==> config.mk <==
export PLATFORM = sky130hd
export DESIGN_NAME = svc_mailbox
export DESIGN_NICKNAME = d
export VERILOG_FILES = /design/src/rtl/svc_mbox_pkg.sv /design/src/rtl/svc_mbox_decode.sv /design/src/rtl/svc_mbox_args.sv /design/src/rtl/svc_mailbox.sv
export SDC_FILE = /design/constraint.sdc
export NUM_CORES = 1
export LEC_CHECK = 0
export BUFFER_PORTS_ARGS = -buffer_cell sky130_fd_sc_hd__buf_4
export CORE_UTILIZATION = 35
export CTS_CLUSTER_DIAMETER = 200
export DETAILED_ROUTE_END_ITERATION = 10
export SKIP_CTS_REPAIR_TIMING = 1
export SLEW_MARGIN = 5
export SYNTH_ARGS = -nofsm -noshare
export SYNTH_HDL_FRONTEND = slang
export SYNTH_SLANG_ARGS = --single-unit
==> constraint.sdc <==
create_clock -name clk -period 5 [get_ports clk]
set_clock_uncertainty 0.05 [all_clocks]
set_input_delay 0.75 -clock clk [delete_from_list [all_inputs] [get_ports clk]]
set_output_delay 0.75 -clock clk [all_outputs]
set_load 0.005 [all_outputs]
==> src/rtl/svc_mbox_pkg.sv <==
package svc_mbox_pkg;

    typedef enum logic [2:0] {
        KIND_LAUNCH = 3'd0,
        KIND_RESULT = 3'd1,
        KIND_ERRC   = 3'd2,
        KIND_ARG    = 3'd3,
        KIND_NONE   = 3'd4
    } reg_kind_e;

    localparam int FIXED_REGS = 3;

endpackage

==> src/rtl/svc_mbox_decode.sv <==
module svc_mbox_decode
    import svc_mbox_pkg::*;
#(
    parameter int IDX_W    = 4,
    parameter int NUM_ARGS = 4,
    localparam int SEL_W   = (NUM_ARGS > 1) ? $clog2(NUM_ARGS) : 1
) (
    input  logic [IDX_W-1:0] idx,
    input  logic             is_write,
    output reg_kind_e        kind,
    output logic [SEL_W-1:0] arg_sel,
    output logic             dir_ok
);

    always_comb begin
        kind    = KIND_NONE;
        arg_sel = '0;
        dir_ok  = 1'b0;
        if (int'(idx) == 0) begin
            kind   = KIND_LAUNCH;
            dir_ok = is_write;
        end else if (int'(idx) == 1) begin
            kind   = KIND_RESULT;
            dir_ok = !is_write;
        end else if (int'(idx) == 2) begin
            kind   = KIND_ERRC;
            dir_ok = !is_write;
        end else if (int'(idx) < FIXED_REGS + NUM_ARGS) begin
            kind    = KIND_ARG;
            dir_ok  = is_write;
            arg_sel = SEL_W'(int'(idx) - FIXED_REGS);
        end
    end

endmodule

==> src/rtl/svc_mbox_args.sv <==
module svc_mbox_args #(
    parameter int NUM_ARGS = 4,
    parameter int DATA_W   = 32,
    localparam int SEL_W   = (NUM_ARGS > 1) ? $clog2(NUM_ARGS) : 1
) (
    input  logic                       clk,
    input  logic                       rst_n,
    input  logic                       wr_en,
    input  logic [SEL_W-1:0]           wr_sel,
    input  logic [DATA_W-1:0]          wr_data,
    output logic [NUM_ARGS*DATA_W-1:0] args_flat
);

    for (genvar g = 0; g < NUM_ARGS; g++) begin : g_slot
        logic [DATA_W-1:0] word_d, word_q;

        always_comb begin
            word_d = word_q;
            if (wr_en && (int'(wr_sel) == g)) begin
                word_d = wr_data;
            end
        end

        always_ff @(posedge clk) begin
            if (!rst_n) word_q <= '0;
            else        word_q <= word_d;
        end

        assign args_flat[g*DATA_W +: DATA_W] = word_q;
    end

endmodule

==> src/rtl/svc_mailbox.sv <==
module svc_mailbox
    import svc_mbox_pkg::*;
#(
    parameter int NUM_ARGS = 4,
    parameter int ADDR_W   = 6
) (
    input  logic                   clk,
    input  logic                   rst_n,
    input  logic                   acc_valid,
    input  logic                   acc_write,
    input  logic [ADDR_W-1:0]      acc_addr,
    input  logic [31:0]            acc_wdata,
    output logic                   rsp_valid,
    output logic                   rsp_err,
    output logic [31:0]            rsp_rdata,
    output logic                   svc_start,
    output logic [31:0]            svc_num,
    output logic [NUM_ARGS*32-1:0] svc_args,
    input  logic                   svc_done,
    input  logic [31:0]            svc_result,
    input  logic [31:0]            svc_errcode
);

    localparam int DATA_W = 32;
    localparam int IDX_W  = ADDR_W - 2;
    localparam int SEL_W  = (NUM_ARGS > 1) ? $clog2(NUM_ARGS) : 1;

    typedef struct packed {
        logic              start;
        logic [DATA_W-1:0] num;
        logic [DATA_W-1:0] res;
        logic [DATA_W-1:0] errc;
        logic              rsp_v;
        logic              rsp_e;
        logic [DATA_W-1:0] rsp_d;
    } state_t;

    state_t st_d, st_q;

    logic [IDX_W-1:0] idx;
    logic             unused_lane_bits;
    reg_kind_e        kind;
    logic [SEL_W-1:0] arg_sel;
    logic             dir_ok;
    logic             arg_wr;

    assign idx              = acc_addr[ADDR_W-1:2];
    assign unused_lane_bits = ^acc_addr[1:0];

    svc_mbox_decode #(
        .IDX_W    (IDX_W),
        .NUM_ARGS (NUM_ARGS)
    ) u_decode (
        .idx      (idx),
        .is_write (acc_write),
        .kind     (kind),
        .arg_sel  (arg_sel),
        .dir_ok   (dir_ok)
    );

    assign arg_wr = acc_valid && acc_write && dir_ok && (kind == KIND_ARG);

    svc_mbox_args #(
        .NUM_ARGS (NUM_ARGS),
        .DATA_W   (DATA_W)
    ) u_args (
        .clk       (clk),
        .rst_n     (rst_n),
        .wr_en     (arg_wr),
        .wr_sel    (arg_sel),
        .wr_data   (acc_wdata),
        .args_flat (svc_args)
    );

    always_comb begin
        st_d       = st_q;
        st_d.start = 1'b0;
        st_d.rsp_v = acc_valid;
        st_d.rsp_e = 1'b0;
        st_d.rsp_d = '0;
        if (acc_valid) begin
            if (!dir_ok) begin
                st_d.rsp_e = 1'b1;
            end else if (acc_write) begin
                if (kind == KIND_LAUNCH) begin
                    st_d.start = 1'b1;
                    st_d.num   = acc_wdata;
                end
            end else begin
                st_d.rsp_d = (kind == KIND_RESULT) ? st_q.res : st_q.errc;
            end
        end
        if (svc_done) begin
            st_d.res  = svc_result;
            st_d.errc = svc_errcode;
        end
    end

    always_ff @(posedge clk) begin
        if (!rst_n) st_q <= '0;
        else        st_q <= st_d;
    end

    assign rsp_valid = st_q.rsp_v;
    assign rsp_err   = st_q.rsp_e;
    assign rsp_rdata = st_q.rsp_d;
    assign svc_start = st_q.start;
    assign svc_num   = st_q.num;

endmodule

==> reports/qor.yml, run 1 <==
placement:
  numPortBuffers: 299
  dp_hpwl_mm: 17.8
  finalWeightedCongestion: 0.752
logic_synthesis:
  syn_nets: 1108
  synth_ff_type: "dfxtp_1"
  yosysTopAreaCell: "dfxtp_1"
  synthArstFlopShare_pct: 0
  synth_cell_types: 27
  netlist_area_um2: 10200
  synth_edf_count: 0
  yosysSeqAreaShare_pct: 50.7
  synth_xor_area_share_pct: 0.0857
  synthAdderAreaFrac_pct: 0.490
  synth_common_cells: "dfxtp_1 (259), mux2i_1 (224), nand2_1 (161)"
  synthSimpleGateAreaFrac_pct: 13.4
  muxShareOfSynthArea_pct: 21.9
  synthTopCellsByArea: "dfxtp_1 (51%), mux2i_1 (22%), nand2_1 (5.9%)"
  synth_most_common_cell: "dfxtp_1"
  synth-compound-area-share_pct: 4.63
  synth_top_family_by_area: "multiplexers"
  synth_cells: 997
  avgSynthCellArea_um2: 10.3
  synth_top_area_share_pct: 50.7
  ys_ff_latch: 259
  yosys_warnings: 0
clocking:
  path_clk_slew_ps: 60
  cts.sinks: 259
  cts_max_path_buffers: 3
  clk_latency_ps: 540
  cts_buffers: 28
  cts_tree: "built"
  h-tree-depth: 1
  cts_root_buffer: "clkbuf_16"
worst_setup_path:
  path_class: "input pin to register"
  cp-end-kind: "register"
  path_cells: "buf_4 > inv_1 > ha_1 > nor4_4 > o2111a_2 > buf_4 > mux2i_1"
  reg2reg_slack_ps: 4260
  crit_family: "buffers and inverters"
  worstPathArrival_ps: 3220
  crit_buf_inv: 3
  path_common_cell: "buf_4"
  cpMaxStageDelayCell: "o2111a_2"
  critPathRequiredTime_ps: 5410
  max_stage_delay_ps: 590
  crit_fanout: 22
  critical_path.startpoint_type: "input pin"
floorplanning:
  die_h_um: 173
  start_util_pct: 35.6
  pin_count: 302
  dieWidth_um: 173
  core_area_um2: 28700
  dieArea_um2: 29900
  std_cell_rows: 62
power_and_ir_drop:
  ir_drop_mv: 0.222
  pwr-share-clk_pct: 47.9
  pwr-share-comb_pct: 6.4
  pwr_density_cell_nw_per_um2: 352
  p_seq_share_pct: 45.7
  power_switching_uw: 1010
  leakagePower_uw: 0.00618
  finalPower_uw: 4660
  internal_power_uw: 3640
  switching_share_pct: 21.8
sta:
  fin_crit_ps: 2810
  setup_tns_ps: 0
  worst_slew_pin_slew_ps: 1100
  post-route-period-util_pct: 56.2
  max-slew-margin-rel_pct: 26.3
  hold_viol_final: 0
  setup_viol: 0
  rsz0062_at_grt: "no"
  slew_violations: 0
  fmax_mhz: 356
detailed_routing:
  first_pass_iters: 5
  viasPerCell: 4.63
  drc_errors: 0
  final_antenna_net_count: 0
  vias: 7428
  first_iter_violations: 325
  drt-total-wl_mm: 27.0
  drt-wirelength-per-cell_um: 16.8
grt:
  first_global_vias: 7294
  grt_antenna_before_repair: 2
  grt_use_total_pct: 17.6
  grt_pass1_wl_mm: 42.1
  grt_max_degree: 141
  overflow: 0
final_layout:
  fill_cells: 2822
  synthToLayoutAreaGrowth_pct: 29.2
  nets: 1311
  drive_gt1_share_pct: 29.8
flow_run:
  cap_violations: 0
run_status:
  status: "finished clean"
hold_path:
  hold_class: "register to register"
sequential cells by signal, summed over array words and instances, names as in the netlist:
signal	cells
svc_num	32
rsp_err	1
rsp_valid	1
u_args.g_slot.word_q	128
st_q	64
rsp_rdata	32
svc_start	1
final timing paths:
path | start | end | cells past startpoint
max | acc_addr[2] | u_args.g_slot[2].word_q[8]$_SDFFE_PN0P_ | 7
min | u_args.g_slot[2].word_q[17]$_SDFFE_PN0P_ | u_args.g_slot[2].word_q[17]$_SDFFE_PN0P_ | 2
max reg2reg | svc_num[1]$_SDFFE_PN0P_ | svc_num[1]$_SDFFE_PN0P_ | 2
min reg2reg | u_args.g_slot[2].word_q[17]$_SDFFE_PN0P_ | u_args.g_slot[2].word_q[17]$_SDFFE_PN0P_ | 2
routing by layer:
metal | vias up | routed length, um | track usage, % | part of all wire [%]
met2 | 250 | 11800 | 27.6 | 44
met5 | - | 0 | 0 | 0
met4 | 0 | 773 | 5.57 | 2.9
met3 | 44 | 2630 | 7.08 | 9.7
met1 | 3479 | 11800 | 21.9 | 44
li1 | 3655 | - | - | -
cell usage in the layout, fill, tap and decap left out, types with 2 or more instances in the layout:
cell type	synthesis	routed
dfxtp_1	259	259
diode_2	0	2
clkbuf_1	44	4
a21boi_0	32	32
clkbuf_8	0	9
nor2b_1	66	66
clkbuf_16	0	29
clkinv_2	0	2
nand2_1	161	161
nor2_1	33	33
inv_1	4	4
mux2i_1	224	224
buf_4	66	307
o2111ai_4	0	3
clkinvlp_4	0	2
ha_1	4	3
nand3_1	32	32
o21ai_0	32	32
bufinv_16	0	4
area by class of cell:
class	count	area, um2	area share (%)
diodes	2	5.00	0.0379
clock buffers	42	865	6.54
clock inverters	8	145	1.10
inverters	4	15.0	0.114
multi-input cells	598	4180	31.6
flip-flops and latches	259	5180	39.2
well taps	384	480	3.64
repair buffers	309	2340	17.7
through the flow:
step | util [%] | instances | instance area (um2) | worst slack (ps) | hold slack, ps
after floorplan | - | 997 | 10200 | 2730 | 401
after global routing | 46.0 | 1606 | 13200 | 2090 | 418
final | 46.0 | 1606 | 13200 | 2190 | 404
after CTS | 46.0 | 1604 | 13200 | 2190 | 388
after global placement | 42.5 | 1554 | 12200 | 1720 | 393
after detailed placement | 42.5 | 1554 | 12200 | 1630 | 399
power by group through the flow:
| stage | Sequential, uW | Combinational, uW | Clock (uW) |
|---|---|---|---|
| floorplan | 2170 | 172 | 0 |
| global placement | 2170 | 298 | 0 |
| detailed placement | 2170 | 302 | 0 |
| CTS | 2130 | 302 | 2280 |
| global route | 2130 | 327 | 2370 |
| finish | 2130 | 298 | 2230 |
cells by family (layout without fill, tap and decap cells):
| kind of cell | after synthesis | count (layout) |
|---|---|---|
| compound gates | 70 | 70 |
| xor+xnor | 1 | 1 |
| fa+ha+maj | 4 | 4 |
| buf+inv | 140 | 363 |
| flops | 259 | 259 |
| mux | 224 | 224 |
| other cells | 0 | 2 |
| simple gates | 299 | 299 |
worst min-delay path: cells and delay by family, from the launching register on:
kind / cells / cell delay, ps
and+or+nand+nor: 1 / 50
muxes: 1 / 50
DFF: 1 / 310
No activity file was read; power rests on OpenSTA's default activity.
==> run 2: changes to the inputs <==
- clock period: 5 -> 2.7 ns (I/O delays scaled with it)
==> reports/qor.yml, run 2 (synthesized netlist as in run 1, its figures left out) <==
sta:
  fin_crit_ps: 1700
  max-slew-margin-rel_pct: 56.5
  whs_ps: 65.1
  rsz0062_at_grt: "no"
  post-route-period-util_pct: 62.8
  fmax_mhz: 590
  hold_viol_final: 0
  slew_violations: 0
  worst_slew_pin_slew_ps: 653
  setup_tns_ps: 0
  timing.final.ws_setup_ps: 1000
  setup_viol: 0
worst_setup_path:
  crit_fanout: 15
  reg2regPathDepth: 2
  worstPathArrival_ps: 2110
  path_cells: "buf_4 > inv_1 > ha_1 > nor4_4 > buf_4 > o2111a_2 > buf_12 > mux2i_1"
  r2r_end: "svc_num[10]$_SDFFE_PN0P_"
  rr_startpoint: "svc_num[10]$_SDFFE_PN0P_"
  reg2reg_slack_ps: 1970
  max_stage_delay_ps: 290
  timing.critical_path.from: "acc_addr[2]"
  critical_path.startpoint_type: "input pin"
  cpMaxStageDelayCell: "ha_1"
  critPathRequiredTime_ps: 3110
  path_common_cell: "buf_4"
  path_class: "input pin to register"
  setup.worst_path.end: "u_args.g_slot[2].word_q[6]$_SDFFE_PN0P_"
  cp-end-kind: "register"
floorplanning:
  dieWidth_um: 173
  std_cell_rows: 62
  die_h_um: 173
  core_area_um2: 28700
  pin_count: 302
  dieArea_um2: 29900
  start_util_pct: 35.6
placement:
  dp_hpwl_mm: 18.1
  finalWeightedCongestion: 0.767
  place_ws_ps: 433
  numPortBuffers: 299
final_layout:
  seq_area_um2: 5180
  drive_gt1_share_pct: 30.3
  final_util_pct: 46.2
  reg.largest.list: "u_args.g_slot.word_q (128), st_q (64)"
  nets: 1324
  largest_reg_flops: 128
  regMostFlops: "u_args.g_slot.word_q"
  layout_common_cells: "buf_4 (316), dfxtp_1 (259), mux2i_1 (224)"
  antenna_cells: 0
  fill_cells: 2751
  synthToLayoutAreaGrowth_pct: 29.8
  multi_input_area_um2: 4180
  final_common_cell: "buf_4"
detailed_routing:
  first_pass_iters: 4
  drt-total-wl_mm: 26.8
  drt-wirelength-per-cell_um: 16.6
  first_iter_violations: 305
  drc_errors: 0
  final_antenna_net_count: 0
  vias: 7429
  viasPerCell: 4.59
power_and_ir_drop:
  leakagePower_uw: 0.00621
  pwr_density_cell_nw_per_um2: 632
  ir_drop_mv: 0.405
  finalPower_uw: 8390
grt:
  grt_use_total_pct: 17.6
  grt_max_degree: 85
  grt_antenna_before_repair: 0
  grt_pass1_wl_mm: 42.3
  first_global_vias: 7439
  overflow: 0
clocking:
  cts.sinks: 259
  path_clk_slew_ps: 60
  cts_tree: "built"
  cts_max_path_buffers: 3
  clk_latency_ps: 540
  cts_root_buffer: "clkbuf_16"
  cts_buffers: 29
  h-tree-depth: 1
hold_path:
  hold_class: "input pin to register"
run_status:
  status: "finished clean"
flow_run:
  cap_violations: 0
-- run 2: power by group --
| part | switching, uW | internal [uW] |
|---|---|---|
| clock | 1550 | 2340 |
| sequential | 38.0 | 3900 |
| combinational | 284 | 277 |
| total | 1870 | 6520 |
-- run 2: worst min-delay path by stage --
stage,cells past startpoint,endpoint,slack [ps],startpoint
final,3,rsp_valid$_SDFF_PN0_,70,acc_valid
after global routing,3,st_q[68]$_SDFFE_PN0P_,70,svc_result[2]
after CTS,3,rsp_valid$_SDFF_PN0_,40,acc_valid
after detailed placement,2,u_args.g_slot[2].word_q[31]$_SDFFE_PN0P_,400,u_args.g_slot[2].word_q[31]$_SDFFE_PN0P_
after global placement,2,u_args.g_slot[2].word_q[13]$_SDFFE_PN0P_,390,u_args.g_slot[2].word_q[13]$_SDFFE_PN0P_
after floorplan,2,u_args.g_slot[2].word_q[0]$_SDFFE_PN0P_,400,u_args.g_slot[2].word_q[0]$_SDFFE_PN0P_
-- run 2: per-layer routing --
layer  GRT usage, %  up-vias  wire, um
met3           6.68       30      2660
met2           28.2      234     12100
met1           22.4     3488     11700
met5              0        -         0
li1               -     3677         -
met4           3.95        0       373
-- run 2: stage by stage --
step                      cells  area, um2
final                      1617      13300
after global routing       1617      13300
after CTS                  1617      13300
after detailed placement   1566      12300
after global placement     1566      12300
after floorplan             997      10200
-- run 2: layout make-up --
class,instances,area share (%)
multi-input cells,598,31.5
clock buffers,42,6.36
well taps,384,3.62
flip-flops and latches,259,39.1
inverters,4,0.113
repair buffers,321,18.6
clock inverters,9,0.754
-- run 2: critical path: cells and delay by family --
family	cells	cell delay, ps
buffers and inverters	4	620
adder cells (fa/ha/maj)	1	290
AO/OA/AOI/OAI	1	290
AND/OR/NAND/NOR	1	270
multiplexers	1	210
